### src/rtl/ctr_pkg.sv
// Shared types for the cache test-mode request router.
// Assumes a 3-bit operation code; codes 6 and 7 are reserved.
package ctr_pkg;
    localparam int OP_W = 3;

    typedef enum logic [OP_W-1:0] {
        OP_LOAD    = 3'd0,
        OP_STORE   = 3'd1,
        OP_IFETCH  = 3'd2,
        OP_FLUSH   = 3'd3,
        OP_STFLUSH = 3'd4,
        OP_ZERO    = 3'd5
    } op_e;

    typedef struct packed {
        logic alloc;
        logic update;
        logic bus;
        logic bcast;
        logic drop;
    } route_t;
endpackage

### src/rtl/ctr_decode.sv
// Combinational routing policy. Maps one operation plus its configuration
// bits to a set of decisions. Assumes the hit status belongs to this operation.
module ctr_decode
    import ctr_pkg::*;
#(
    parameter bit FILL_ON_MISS = 1'b1
) (
    input  logic [OP_W-1:0] op,
    input  logic            wt,
    input  logic            l2_hit,
    input  logic            data_only,
    input  logic            test_mode,
    output route_t          route
);
    logic fill;

    // Pick whether misses fill the second-level cache.
    generate
        if (FILL_ON_MISS) begin : g_fill
            assign fill = 1'b1;
        end else begin : g_nofill
            assign fill = 1'b0;
        end
    endgenerate

    // Apply the normal or test-mode routing policy for this operation.
    always_comb begin
        route = '0;
        case (op)
            OP_LOAD: begin
                route.bus   = !l2_hit;
                route.alloc = !l2_hit && fill;
            end
            OP_IFETCH: begin
                route.bus   = !l2_hit;
                route.alloc = !l2_hit && fill && !data_only;
            end
            OP_STORE: begin
                route.update = l2_hit;
                if (wt) begin
                    if (test_mode) route.drop = !l2_hit;
                    else           route.bus  = 1'b1;
                end else begin
                    route.bus   = !l2_hit;
                    route.alloc = !l2_hit && fill;
                end
            end
            OP_FLUSH, OP_STFLUSH: begin
                if (test_mode) route.alloc = 1'b1;
                else           route.bus   = 1'b1;
            end
            OP_ZERO: begin
                route.bcast = !test_mode;
            end
            default: route = '0;
        endcase
    end
endmodule

### src/rtl/ctr_stage.sv
// Output register stage. Holds decisions for one cycle after an accepted
// request and zeroes them on idle cycles. Synchronous active-low reset.
module ctr_stage
    import ctr_pkg::*;
(
    input  logic   clk,
    input  logic   rst_n,
    input  logic   in_valid,
    input  route_t in_route,
    output logic   q_valid,
    output route_t q_route
);
    // Capture the decision of the accepted request, or clear on idle.
    always_ff @(posedge clk) begin
        if (!rst_n) begin
            q_valid <= 1'b0;
            q_route <= '0;
        end else begin
            q_valid <= in_valid;
            q_route <= in_valid ? in_route : '0;
        end
    end
endmodule

### src/rtl/ctr_sticky.sv
// Sticky flag that records any dropped write-through store since reset.
// Assumes set_pulse is already qualified by request validity.
module ctr_sticky (
    input  logic clk,
    input  logic rst_n,
    input  logic set_pulse,
    output logic flag
);
    // Set on a drop and hold until reset.
    always_ff @(posedge clk) begin
        if (!rst_n)         flag <= 1'b0;
        else if (set_pulse) flag <= 1'b1;
    end

    assert_sticky_hold_R10: assert property (@(posedge clk) disable iff (!rst_n)
        $past(rst_n) && $past(flag) |-> flag);
endmodule

### src/rtl/cache_test_router.sv
// Cache test-mode request router. Decides allocate, update, bus-forward and
// broadcast for each operation under the data-only and test-support bits.
// Decisions are registered and appear one cycle after acceptance.
module cache_test_router
    import ctr_pkg::*;
#(
    parameter bit FILL_ON_MISS = 1'b1
) (
    input  logic            clk,
    input  logic            rst_n,
    input  logic            cfg_data_only,
    input  logic            cfg_test_mode,
    input  logic            req_valid,
    input  logic [OP_W-1:0] req_op,
    input  logic            req_wt,
    input  logic            req_l2_hit,
    output logic            out_valid,
    output logic            out_alloc,
    output logic            out_update,
    output logic            out_bus,
    output logic            out_bcast,
    output logic            out_drop,
    output logic            wt_drop_seen
);
    route_t route_d;
    route_t route_q;

    ctr_decode #(.FILL_ON_MISS(FILL_ON_MISS)) u_decode (
        .op        (req_op),
        .wt        (req_wt),
        .l2_hit    (req_l2_hit),
        .data_only (cfg_data_only),
        .test_mode (cfg_test_mode),
        .route     (route_d)
    );

    ctr_stage u_stage (
        .clk      (clk),
        .rst_n    (rst_n),
        .in_valid (req_valid),
        .in_route (route_d),
        .q_valid  (out_valid),
        .q_route  (route_q)
    );

    ctr_sticky u_sticky (
        .clk       (clk),
        .rst_n     (rst_n),
        .set_pulse (req_valid && route_d.drop),
        .flag      (wt_drop_seen)
    );

    assign out_alloc  = route_q.alloc;
    assign out_update = route_q.update;
    assign out_bus    = route_q.bus;
    assign out_bcast  = route_q.bcast;
    assign out_drop   = route_q.drop;

    assert_idle_quiet_R1: assert property (@(posedge clk) disable iff (!rst_n)
        !out_valid |-> !(out_alloc || out_update || out_bus || out_bcast || out_drop));

    assert_ifetch_no_alloc_R3: assert property (@(posedge clk) disable iff (!rst_n)
        $past(rst_n) && $past(req_valid) && $past(req_op) == OP_IFETCH && $past(cfg_data_only)
        |-> !out_alloc);

    assert_flush_to_l2_R6: assert property (@(posedge clk) disable iff (!rst_n)
        $past(rst_n) && $past(req_valid) && $past(cfg_test_mode)
        && ($past(req_op) == OP_FLUSH || $past(req_op) == OP_STFLUSH)
        |-> out_alloc && !out_bus);

    assert_zero_local_R8: assert property (@(posedge clk) disable iff (!rst_n)
        $past(rst_n) && $past(req_valid) && $past(req_op) == OP_ZERO && $past(cfg_test_mode)
        |-> !out_bcast);

    assert_wt_no_bus_R9: assert property (@(posedge clk) disable iff (!rst_n)
        $past(rst_n) && $past(req_valid) && $past(req_op) == OP_STORE && $past(req_wt)
        && $past(cfg_test_mode) |-> !out_bus);

    assert_drop_sets_flag_R10: assert property (@(posedge clk) disable iff (!rst_n)
        out_drop |-> wt_drop_seen && !out_alloc);
endmodule

### config.mk
export PLATFORM = sky130hd
export DESIGN_NAME = cache_test_router
export DESIGN_NICKNAME = d
export VERILOG_FILES = /design/src/rtl/ctr_pkg.sv /design/src/rtl/ctr_decode.sv /design/src/rtl/ctr_stage.sv /design/src/rtl/ctr_sticky.sv /design/src/rtl/cache_test_router.sv
export SDC_FILE = /design/constraint.sdc
export NUM_CORES = 1
export LEC_CHECK = 0
export BUFFER_PORTS_ARGS = -buffer_cell sky130_fd_sc_hd__buf_2
export CORE_AREA = 2 2 39 41
export DETAILED_ROUTE_END_ITERATION = 8
export DIE_AREA = 0 0 41 43
export GPL_ROUTABILITY_DRIVEN = 1
export SLEW_MARGIN = 25
export SYNTH_ARGS = -nofsm -noshare
export SYNTH_HDL_FRONTEND = slang
export SYNTH_SLANG_ARGS = --single-unit
### constraint.sdc
create_clock -name clk -period 2.2 [get_ports clk]
set_input_delay 0.44 -clock clk [delete_from_list [all_inputs] [get_ports clk]]
set_output_delay 0.44 -clock clk [all_outputs]
set_load 0.1 [all_outputs]
# Word-level counts from Yosys, hierarchy flattened
# Index checks and enable logic that the tools add are counted.
totals:
  regBits: 7
  latch_bits: 0
  ramBits: 0
  romBits: 0
  output_inout_bits: 7
  word_cells: 32
  n_memories: 0
classes:
  addsub: 0
  multipliers: 0
  div: 0
  order_cmp: 0
  eq_ne: 5
  shifts: 0
  n_mux: 9
  bitwise_logic: 0
  n_reduce_logical: 11
op_table:
  columns: ["operator", "n"]
  rows:
  - ["1-bit two-way mux", 7]
  - ["3-bit by 2-bit equality test with 1-bit output, second input constant", 2]
  - ["3-bit equality test, second input constant", 2]
  - ["3-bit AND reduction", 2]
  - ["1-bit case mux with 4 select lines", 1]
  - ["2-bit OR reduction", 2]
  - ["3-bit by 1-bit equality test with 1-bit output, second input constant", 1]
  - ["1-bit logical NOT", 3]
  - ["3-bit logical NOT", 1]
  - ["1-bit case mux with 3 select lines", 1]
  - ["1-bit logical AND", 2]
  - ["2-bit AND reduction", 1]

# Longest topological paths before layout
# Gate-level depths: netlist (run 1).
depth:
  word_depth: 5
  depth_mapped: 3

# Modules after synthesis
# Synthesis (run 1) repeated with hierarchy kept, for this count alone.
unflattened:
  hier_cells: 37
  hier_area_um2: 319.1
modules_own_cells:
  columns: ["mod", "n_inst", "cells_per_inst", "area_each_um2", "seq_area_each_um2"]
  rows:
  - ["ctr_stage", 1, 12, 158.9, 120.1]
  - ["ctr_decode", 1, 22, 126.4, 0.0]
  - ["ctr_sticky", 1, 2, 27.5, 20.0]
  - ["cache_test_router", 1, 1, 6.3, 0.0]

# Worst setup path before layout (run 1)
# Ideal clock, no wire load.
synth_timing:
  kind: "reg2out"
  from: "register u_sticky.flag"
  to: "output port wt_drop_seen"
  t_arrival_ps: 925
  t_required_ps: 1760
  setup_slack_ps: 835
  stages_incl_launch_ff: 1
  n_path_buf: 0
  path_cell_list: "dfxtp_1"
synth_lines:
  columns: ["element", "line_no", "rtl"]
  rows:
  - ["from (decl)", "ctr_sticky.sv:7", "output logic flag"]
  - ["from (signal assigned)", "ctr_sticky.sv:11", "if (!rst_n) flag <= 1'b0;"]
  - ["from (signal assigned)", "ctr_sticky.sv:12", "else if (set_pulse) flag <= 1'b1;"]
  - ["to (decl)", "cache_test_router.sv:23", "output logic wt_drop_seen"]
# No word-level cell between the ends.

# Worst setup path after layout (run 1)
layout_timing:
  from: "register u_sticky.flag"
  to: "output port wt_drop_seen"
# No word-level cell between the ends.

==> results of run 1 <==
-- power by group --
part	switching [µW]	internal (µW)	total, µW	leakage [µW]
clock network	44.1	69.0	113	0.0000150
registers	0.590	130	131	0.0000569
logic	39.6	15.0	54.6	0.000146
total	84.3	214	298	0.000218
-- synth_stat cells --
| cell type | n |
|---|---|
| nor4_1 | 2 |
| dfxtp_1 | 7 |
| nand4b_4 | 1 |
| a21o_1 | 1 |
| o21ai_1 | 1 |
| nor2_1 | 1 |
| nor4_4 | 1 |
| a211o_1 | 1 |
| nand2b_1 | 2 |
| inv_1 | 1 |
| nand2_1 | 3 |
| a32o_1 | 1 |
| nor3b_1 | 1 |
| nor3_1 | 1 |
| o22ai_1 | 1 |
| o21ai_0 | 1 |
| a21o_2 | 1 |
-- stage by stage --
step	total power [µW]	hold WS, ns	utilization [%]	instances	cell area [µm²]
6_report	298	0.413	30.3	63	419
5_1_grt	322	0.398	30.3	63	419
4_1_cts	306	0.400	30.3	63	419
3_5_place_dp	188	0.437	28.4	59	393
3_3_place_gp	188	0.436	28.4	59	393
2_1_floorplan	167	0.515	-	27	293
-- layer usage --
| layer | vias to the layer above | track usage, % |
|---|---|---|
| li1 | 141 | - |
| met1 | 125 | 10.6 |
| met2 | 16 | 9.69 |
| met3 | 0 | 7.85 |
| met4 | 0 | 8.00 |
| met5 | - | 0 |
-- cell families (layout without fill, tap and decap cells) --
kind of cell    after synthesis  in the layout
simple gates                 12             12
compound gates                7              7
flops                         7              7
buf+inv                       1             21
-- area by class of cell --
class                      instances  area (µm²)
fill                             153         965
multi-input combinational         19         149
sequential                         7         140
timing repair buffer              16        80.1
clock buffer                       4        26.3
tap                               16        20.0
inverter                           1        3.75
-- path summary, 6_finish.rpt --
check	from	endpoint	slack (ns)	cells past startpoint
setup reg to reg	u_sticky.flag	u_sticky.flag	1.65	1
hold / removal	req_l2_hit	u_stage.q_route[0]	0.41	2
hold reg to reg	u_sticky.flag	u_sticky.flag	0.45	1
setup / recovery	u_sticky.flag	wt_drop_seen	0.77	1
-- flip-flops by register name (all words and copies together), names as in the netlist --
signal	count
u_sticky.flag	1
u_stage.q_valid	1
u_stage.q_route	5
==> results.sh, run 1 <==
export IMPL_outcome="finished, final reports clean"
export IMPL_slowest_delay_ns=0.42
export IMPL_synth_xor_area_share_pct=0
export IMPL_fin_skew_ns=0
export IMPL_period_share_pct=65.1
export IMPL_grt_pass1_wl_um=959
export IMPL_yosysSeqAreaShare_pct=47.9
export IMPL_cts_resized=0
export IMPL_synth_compound_area_share_pct=17.5
export IMPL_yosys_area_top_type_share_pct=47.9
export IMPL_wl_um=575
export IMPL_insertion_delay_ns=0.25
export IMPL_worstSetupPathType="register to output port"
export IMPL_clock_sinks=7
export IMPL_area_delta_synth_final_pct=43.2
export IMPL_power_density_nw_per_um2=712
export IMPL_synth_area_per_cell_um2=10.8
export IMPL_irDropWorstVdd_mv=0.213
export IMPL_synth_distinct_cells=17
export IMPL_syn_inst=27
export IMPL_synth_mux_area_fraction_pct=0
export IMPL_synth_simple_gate_area_share_pct=33.3
export IMPL_clockBufferDepth=2
export IMPL_nets=58
export IMPL_crit_path_max_fanout=2
export IMPL_final_common_cell="buf_2"
export IMPL_antenna_left=0
export IMPL_max_freq_mhz=699
export IMPL_route_met2_wl_um=250
export IMPL_antenna_cells=0
export IMPL_worstMarginPinSlew_ns=0.485
export IMPL_grt_ovfl_total=0
export IMPL_coreArea_um2=1380
export IMPL_dieArea_um2=1760
export IMPL_yosysTopAreaCell="dfxtp_1"
export IMPL_wl_met3_um=87
export IMPL_grt_util_all_layers_pct=9.15
export IMPL_hp_class="primary input to register"
export IMPL_final_cell_mix="buf_2 (16), dfxtp_1 (7), nand2_1 (3), clkbuf_4 (3)"
export IMPL_yosys_warnings=0
export IMPL_max_cap_violations=0
export IMPL_routed_top_layer="met3"
export IMPL_post_route_min_period_ns=1.43
export IMPL_cp_start_kind="register"
export IMPL_antenna_found_initial=0
export IMPL_synth_area_leaders="dfxtp_1 (48%), nand4b_4 (8.1%), nor4_4 (7.3%)"
export IMPL_synth_nets=37
export IMPL_synthAdderAreaFrac_pct=0
export IMPL_cts_hold_buffers=0
export IMPL_cp_num_buf_inv=1
export IMPL_relSlewSlack_pct=67.9
export IMPL_gp_congestion=0.651
export IMPL_hpwl_um=477
export IMPL_critPathTopFamily="buffers and inverters"
export IMPL_fp_row_count=14
export IMPL_place_ws_ns=1.02
export IMPL_p_leak_uw=0.000218
export IMPL_cts_tree="done"
export IMPL_setup_slack_ns=0.769
export IMPL_clk_pin_slew_ns=0.05
export IMPL_arrival_ns=0.99
export IMPL_drv_slew=0
export IMPL_dieWidth_um=41
export IMPL_syn_area_um2=293
export IMPL_worstPathRequired_ns=1.76
export IMPL_finalSetupViolCount=0
export IMPL_io_buffers=16
export IMPL_wirelength_met1_um=237
export IMPL_final_layout_size_suffix_gt1_share_pct=46.8
export IMPL_numCtsBuffers=3
export IMPL_drt_iter0_drc=6
export IMPL_cp_end_kind="output port"
export IMPL_rsz0062_at_grt="false"
export IMPL_worstPathCellList="buf_2"
export IMPL_htree_levels=1
export IMPL_hold_viol_final=0
export IMPL_fp_dieH_um=43
export IMPL_clockRootBuffer="clkbuf_4"
export IMPL_finalSetupTns_ns=0
export IMPL_vias=282
export IMPL_post_cts_setup_buffers=0
export IMPL_cp_slowest_cell="buf_2"
export IMPL_dr_pass1_iters=2
export IMPL_io_pins=17
export IMPL_initial_core_util_pct=21.2
export IMPL_wl_per_cell_um=9.13
export IMPL_first_global_vias=238
export IMPL_drcViolationCount=0
export IMPL_synth_top_family_by_area="simple AND/OR/NAND/NOR gates"
export IMPL_synth_seq_cells=7
export IMPL_viasPerCell=4.48
export IMPL_grt_max_degree=8
(Power assumes the default switching activity.)
==> run 2: changes to the inputs <==
clock period = 1.3 ns   (was 2.2 ns; I/O delays follow)
==> results.sh, run 2 (same netlist as run 1, synthesis figures left out) <==
export IMPL_outcome="finished, final reports clean"
export IMPL_dieWidth_um=41
export IMPL_antenna_found_initial=0
export IMPL_switching_power_uw=158
export IMPL_area_delta_synth_final_pct=68.8
export IMPL_drt_iter0_drc=5
export IMPL_design_area_um2=494
export IMPL_setup_slack_ns=0.0746
export IMPL_r2r_setup_slack_ns=0.71
export IMPL_largestRegisters="u_stage.q_route (5), u_stage.q_valid (1), u_sticky.flag (1)"
export IMPL_grt_util_all_layers_pct=9.96
export IMPL_final_layout_size_suffix_gt1_share_pct=46.8
export IMPL_viasPerCell=4.35
export IMPL_largest_reg_flops=5
export IMPL_worstPathRequired_ns=1.04
export IMPL_clock_sinks=7
export IMPL_gp_congestion=0.673
export IMPL_crit_path_max_fanout=1
export IMPL_cp_startpoint="u_stage.q_route[0]"
export IMPL_post_cts_setup_buffers=0
export IMPL_post_route_min_period_ns=1.23
export IMPL_fp_dieH_um=43
export IMPL_fin_skew_ns=0
export IMPL_final_cell_mix="buf_2 (11), dfxtp_1 (7), buf_12 (5)"
export IMPL_io_buffers=16
export IMPL_hold_viol_final=0
export IMPL_cts_resized=0
export IMPL_max_cap_violations=0
export IMPL_insertion_delay_ns=0.25
export IMPL_cts_tree="done"
export IMPL_io_pins=17
export IMPL_max_freq_mhz=816
export IMPL_cp_slowest_cell="buf_2"
export IMPL_hp_class="primary input to register"
export IMPL_sw_frac_of_total_pct=29.5
export IMPL_p_int_uw=377
export IMPL_grt_max_degree=8
export IMPL_antenna_left=0
export IMPL_worstPathCellList="buf_2"
export IMPL_holdPathStages=2
export IMPL_worstMarginPinSlew_ns=0.483
export IMPL_final_util_pct=35.7
export IMPL_finalSetupTns_ns=0
export IMPL_p_leak_uw=0.000233
export IMPL_slowest_delay_ns=0.41
export IMPL_drv_slew=0
export IMPL_nets=58
export IMPL_coreArea_um2=1380
export IMPL_fin_total_pwr_uw=535
export IMPL_dr_pass1_iters=3
export IMPL_rsz0062_at_grt="false"
export IMPL_final_common_cell="buf_2"
export IMPL_drcViolationCount=0
export IMPL_critPathTopFamily="buffers and inverters"
export IMPL_cp_end_kind="output port"
export IMPL_numCtsBuffers=3
export IMPL_wl_um=621
export IMPL_clockRootBuffer="clkbuf_4"
export IMPL_p_seq_share_pct=41.8
export IMPL_htree_levels=1
export IMPL_largest_register="u_stage.q_route"
export IMPL_antenna_cells=0
export IMPL_place_ws_ns=0.299
export IMPL_relSlewSlack_pct=68.0
export IMPL_hpwl_um=490
export IMPL_share_comb_of_total_power_pct=19.9
export IMPL_cts_hold_buffers=0
export IMPL_path_depth=1
export IMPL_first_global_vias=251
export IMPL_worstReg2RegEnd="u_sticky.flag"
export IMPL_dieArea_um2=1760
export IMPL_placed_area_um2=468
export IMPL_holdPathEnd="u_stage.q_route[0]"
export IMPL_grt_ovfl_total=0
export IMPL_finalSetupViolCount=0
export IMPL_hold_start="req_l2_hit"
export IMPL_clkPwrFrac_pct=38.3
export IMPL_r2r_start="u_sticky.flag"
export IMPL_arrival_ns=0.97
export IMPL_cp_num_buf_inv=1
export IMPL_r2r_cells=1
export IMPL_clk_pin_slew_ns=0.05
export IMPL_worstSetupPathType="register to output port"
export IMPL_period_share_pct=94.3
export IMPL_power_density_nw_per_um2=1080
export IMPL_clockBufferDepth=2
export IMPL_initial_core_util_pct=21.2
export IMPL_irDropWorstVdd_mv=0.654
export IMPL_vias=274
export IMPL_fp_row_count=14
export IMPL_wl_per_cell_um=9.86
export IMPL_cp_start_kind="register"
export IMPL_grt_pass1_wl_mm=1.08
[run 2: changes by cell type in the layout (fill, tap and decap cells not counted)]
cell	delta
buf_12	+5
buf_2	-5
[run 2: final cells by class]
type                            count  area [µm²]
Sequential cell                     7         140
Inverter                            1        3.75
Timing Repair Buffer               16         155
Multi-Input combinational cell     19         149
Fill cell                         139         890
Clock buffer                        4        26.3
Tap cell                           16        20.0
[run 2: metal layers]
layer | routed length (µm) | track usage [%] | part of all wire, % | up-vias
met1 | 260 | 12.0 | 42 | 115
met5 | 0 | 0 | 0 | -
li1 | - | - | - | 142
met2 | 261 | 11.9 | 42 | 15
met4 | 8 | 4.00 | 1.3 | 0
met3 | 90 | 9.42 | 14 | 2
[run 2: through the flow]
step | hold slack, ns | cells
finish | 0.225 | 63
global route | 0.229 | 63
CTS | 0.220 | 63
detailed placement | 0.490 | 59
global placement | 0.494 | 59
floorplan | 0.335 | 27
[run 2: how the worst max path moves through the flow]
stage | slack (ns) | to
floorplan | 0.12 | wt_drop_seen
global placement | 0.32 | u_stage.q_route[2]
detailed placement | 0.30 | u_stage.q_route[2]
CTS | 0.06 | out_drop
global route | 0.04 | out_update
finish | 0.07 | out_drop
[run 2: power groups by stage]
stage | clock network, µW | registers [µW] | logic (µW)
global placement | 0 | 228 | 106
CTS | 212 | 224 | 107
floorplan | 0 | 262 | 20.8
detailed placement | 0 | 229 | 106
finish | 205 | 224 | 106
global route | 225 | 224 | 114
==> run 3: changes to the inputs <==
clock period = 1.09 ns   (was 1.3 ns; I/O delays follow)
==> results.sh, run 3 (same netlist as run 1, synthesis figures left out) <==
export IMPL_r2r_setup_slack_ns=0.50
export IMPL_antenna_cells=0
export IMPL_vias=273
export IMPL_p_int_uw=452
export IMPL_post_cts_setup_buffers=0
export IMPL_crit_path_max_fanout=2
export IMPL_post_route_min_period_ns=0.987
export IMPL_final_common_cell="buf_2"
export IMPL_design_area_um2=533
export IMPL_period_share_pct=90.6
export IMPL_hpwl_um=494
export IMPL_worstPathCellList="buf_12"
export IMPL_hp_class="primary input to register"
export IMPL_cp_end_kind="output port"
export IMPL_dr_pass1_iters=3
export IMPL_drcViolationCount=0
export IMPL_fp_row_count=14
export IMPL_crit_end="wt_drop_seen"
export IMPL_r2r_cells=1
export IMPL_finalSetupTns_ns=0
export IMPL_relSlewSlack_pct=83.2
export IMPL_coreArea_um2=1380
export IMPL_wl_per_cell_um=9.17
export IMPL_first_global_vias=259
export IMPL_worstSetupPathType="register to output port"
export IMPL_antenna_found_initial=0
export IMPL_max_freq_mhz=1010
export IMPL_critPathTopFamily="flip-flops"
export IMPL_initial_core_util_pct=21.2
export IMPL_max_cap_violations=0
export IMPL_cp_start_kind="register"
export IMPL_grt_max_degree=8
export IMPL_hold_viol_final=0
export IMPL_dieArea_um2=1760
export IMPL_cts_tree="done"
export IMPL_switching_power_uw=175
export IMPL_share_comb_of_total_power_pct=20.4
export IMPL_insertion_delay_ns=0.24
export IMPL_largest_reg_flops=5
export IMPL_fin_skew_ns=0
export IMPL_worstMarginPinSlew_ns=0.249
export IMPL_viasPerCell=4.33
export IMPL_slowest_delay_ns=0.35
export IMPL_clockRootBuffer="clkbuf_4"
export IMPL_fin_cells=63
export IMPL_nets=58
export IMPL_clock_sinks=7
export IMPL_cts_resized=0
export IMPL_clockBufferDepth=2
export IMPL_fp_dieH_um=43
export IMPL_dieWidth_um=41
export IMPL_io_pins=17
export IMPL_numCtsBuffers=3
export IMPL_final_cell_mix="buf_2 (9), buf_12 (7), dfxtp_2 (7)"
export IMPL_placed_area_um2=507
export IMPL_drt_iter0_drc=4
export IMPL_rsz0062_at_grt="false"
export IMPL_drv_slew=0
export IMPL_power_density_nw_per_um2=1180
export IMPL_clk_pin_slew_ns=0.05
export IMPL_final_layout_size_suffix_gt1_share_pct=61.7
export IMPL_largest_register="u_stage.q_route"
export IMPL_p_leak_uw=0.000242
export IMPL_grt_util_all_layers_pct=8.95
export IMPL_p_seq_share_pct=42.8
export IMPL_r2r_start="u_sticky.flag"
export IMPL_area_delta_synth_final_pct=82.1
export IMPL_cp_slowest_cell="dfxtp_2"
export IMPL_dp_cells=59
export IMPL_sw_frac_of_total_pct=28.0
export IMPL_clkPwrFrac_pct=36.8
export IMPL_irDropWorstVdd_mv=0.411
export IMPL_worstReg2RegEnd="u_sticky.flag"
export IMPL_final_util_pct=38.5
export IMPL_htree_levels=1
export IMPL_grt_ovfl_total=0
export IMPL_cts_hold_buffers=0
export IMPL_fin_total_pwr_uw=627
export IMPL_cp_startpoint="u_sticky.flag"
export IMPL_io_buffers=16
export IMPL_path_depth=1
export IMPL_wl_um=578
export IMPL_largestRegisters="u_stage.q_route (5), u_stage.q_valid (1), u_sticky.flag (1)"
export IMPL_grt_pass1_wl_um=979
export IMPL_outcome="finished, final reports clean"
export IMPL_gp_congestion=0.654
export IMPL_finalSetupViolCount=0
export IMPL_arrival_ns=0.77
export IMPL_antenna_left=0
export IMPL_worstPathRequired_ns=0.87
export IMPL_cp_num_buf_inv=1
[run 3: cell count changes in the layout (fill, tap and decap cells not counted)]
cell,previous run,this run
buf_12,5,7
dfxtp_1,7,0
dfxtp_2,0,7
buf_2,11,9
[run 3: how the worst min path moves through the flow]
stage | start | end | slack (ns) | cells after the start
2_1_floorplan | req_l2_hit | u_stage.q_route[0] | 0.29 | 1
3_3_place_gp | req_l2_hit | u_stage.q_route[0] | 0.44 | 2
3_5_place_dp | req_l2_hit | u_stage.q_route[0] | 0.45 | 2
4_1_cts | req_l2_hit | u_stage.q_route[0] | 0.18 | 2
5_1_grt | req_l2_hit | u_stage.q_route[0] | 0.18 | 2
6_report | req_l2_hit | u_stage.q_route[0] | 0.19 | 2
[run 3: power by group through the flow]
stage | clock network [µW] | registers (µW) | logic, µW
finish | 231 | 268 | 128
global route | 248 | 269 | 137
CTS | 242 | 268 | 129
detailed placement | 0 | 274 | 129
global placement | 0 | 274 | 128
floorplan | 0 | 315 | 24.8
[run 3: final cells by class]
type                    count  area, µm²
flip-flops and latches      7        149
inverters                   1       3.75
repair buffers             16        185
fillers                   141        851
multi-input cells          19        149
well taps                  16       20.0
clock buffers               4       26.3
[run 3: layer usage]
metal,wire [µm],GRT usage [%],vias up
met4,10,10.0,0
met3,50,4.71,2
met1,247,10.0,116
met2,270,10.6,15
met5,0,0,-
li1,-,-,140
[run 3: stage by stage]
step / hold slack (ns) / setup WS (ns)
global route: 0.184 / 0.0811
global placement: 0.445 / 0.137
floorplan: 0.286 / 0.224
detailed placement: 0.445 / 0.125
CTS: 0.179 / 0.0899
finish: 0.189 / 0.103
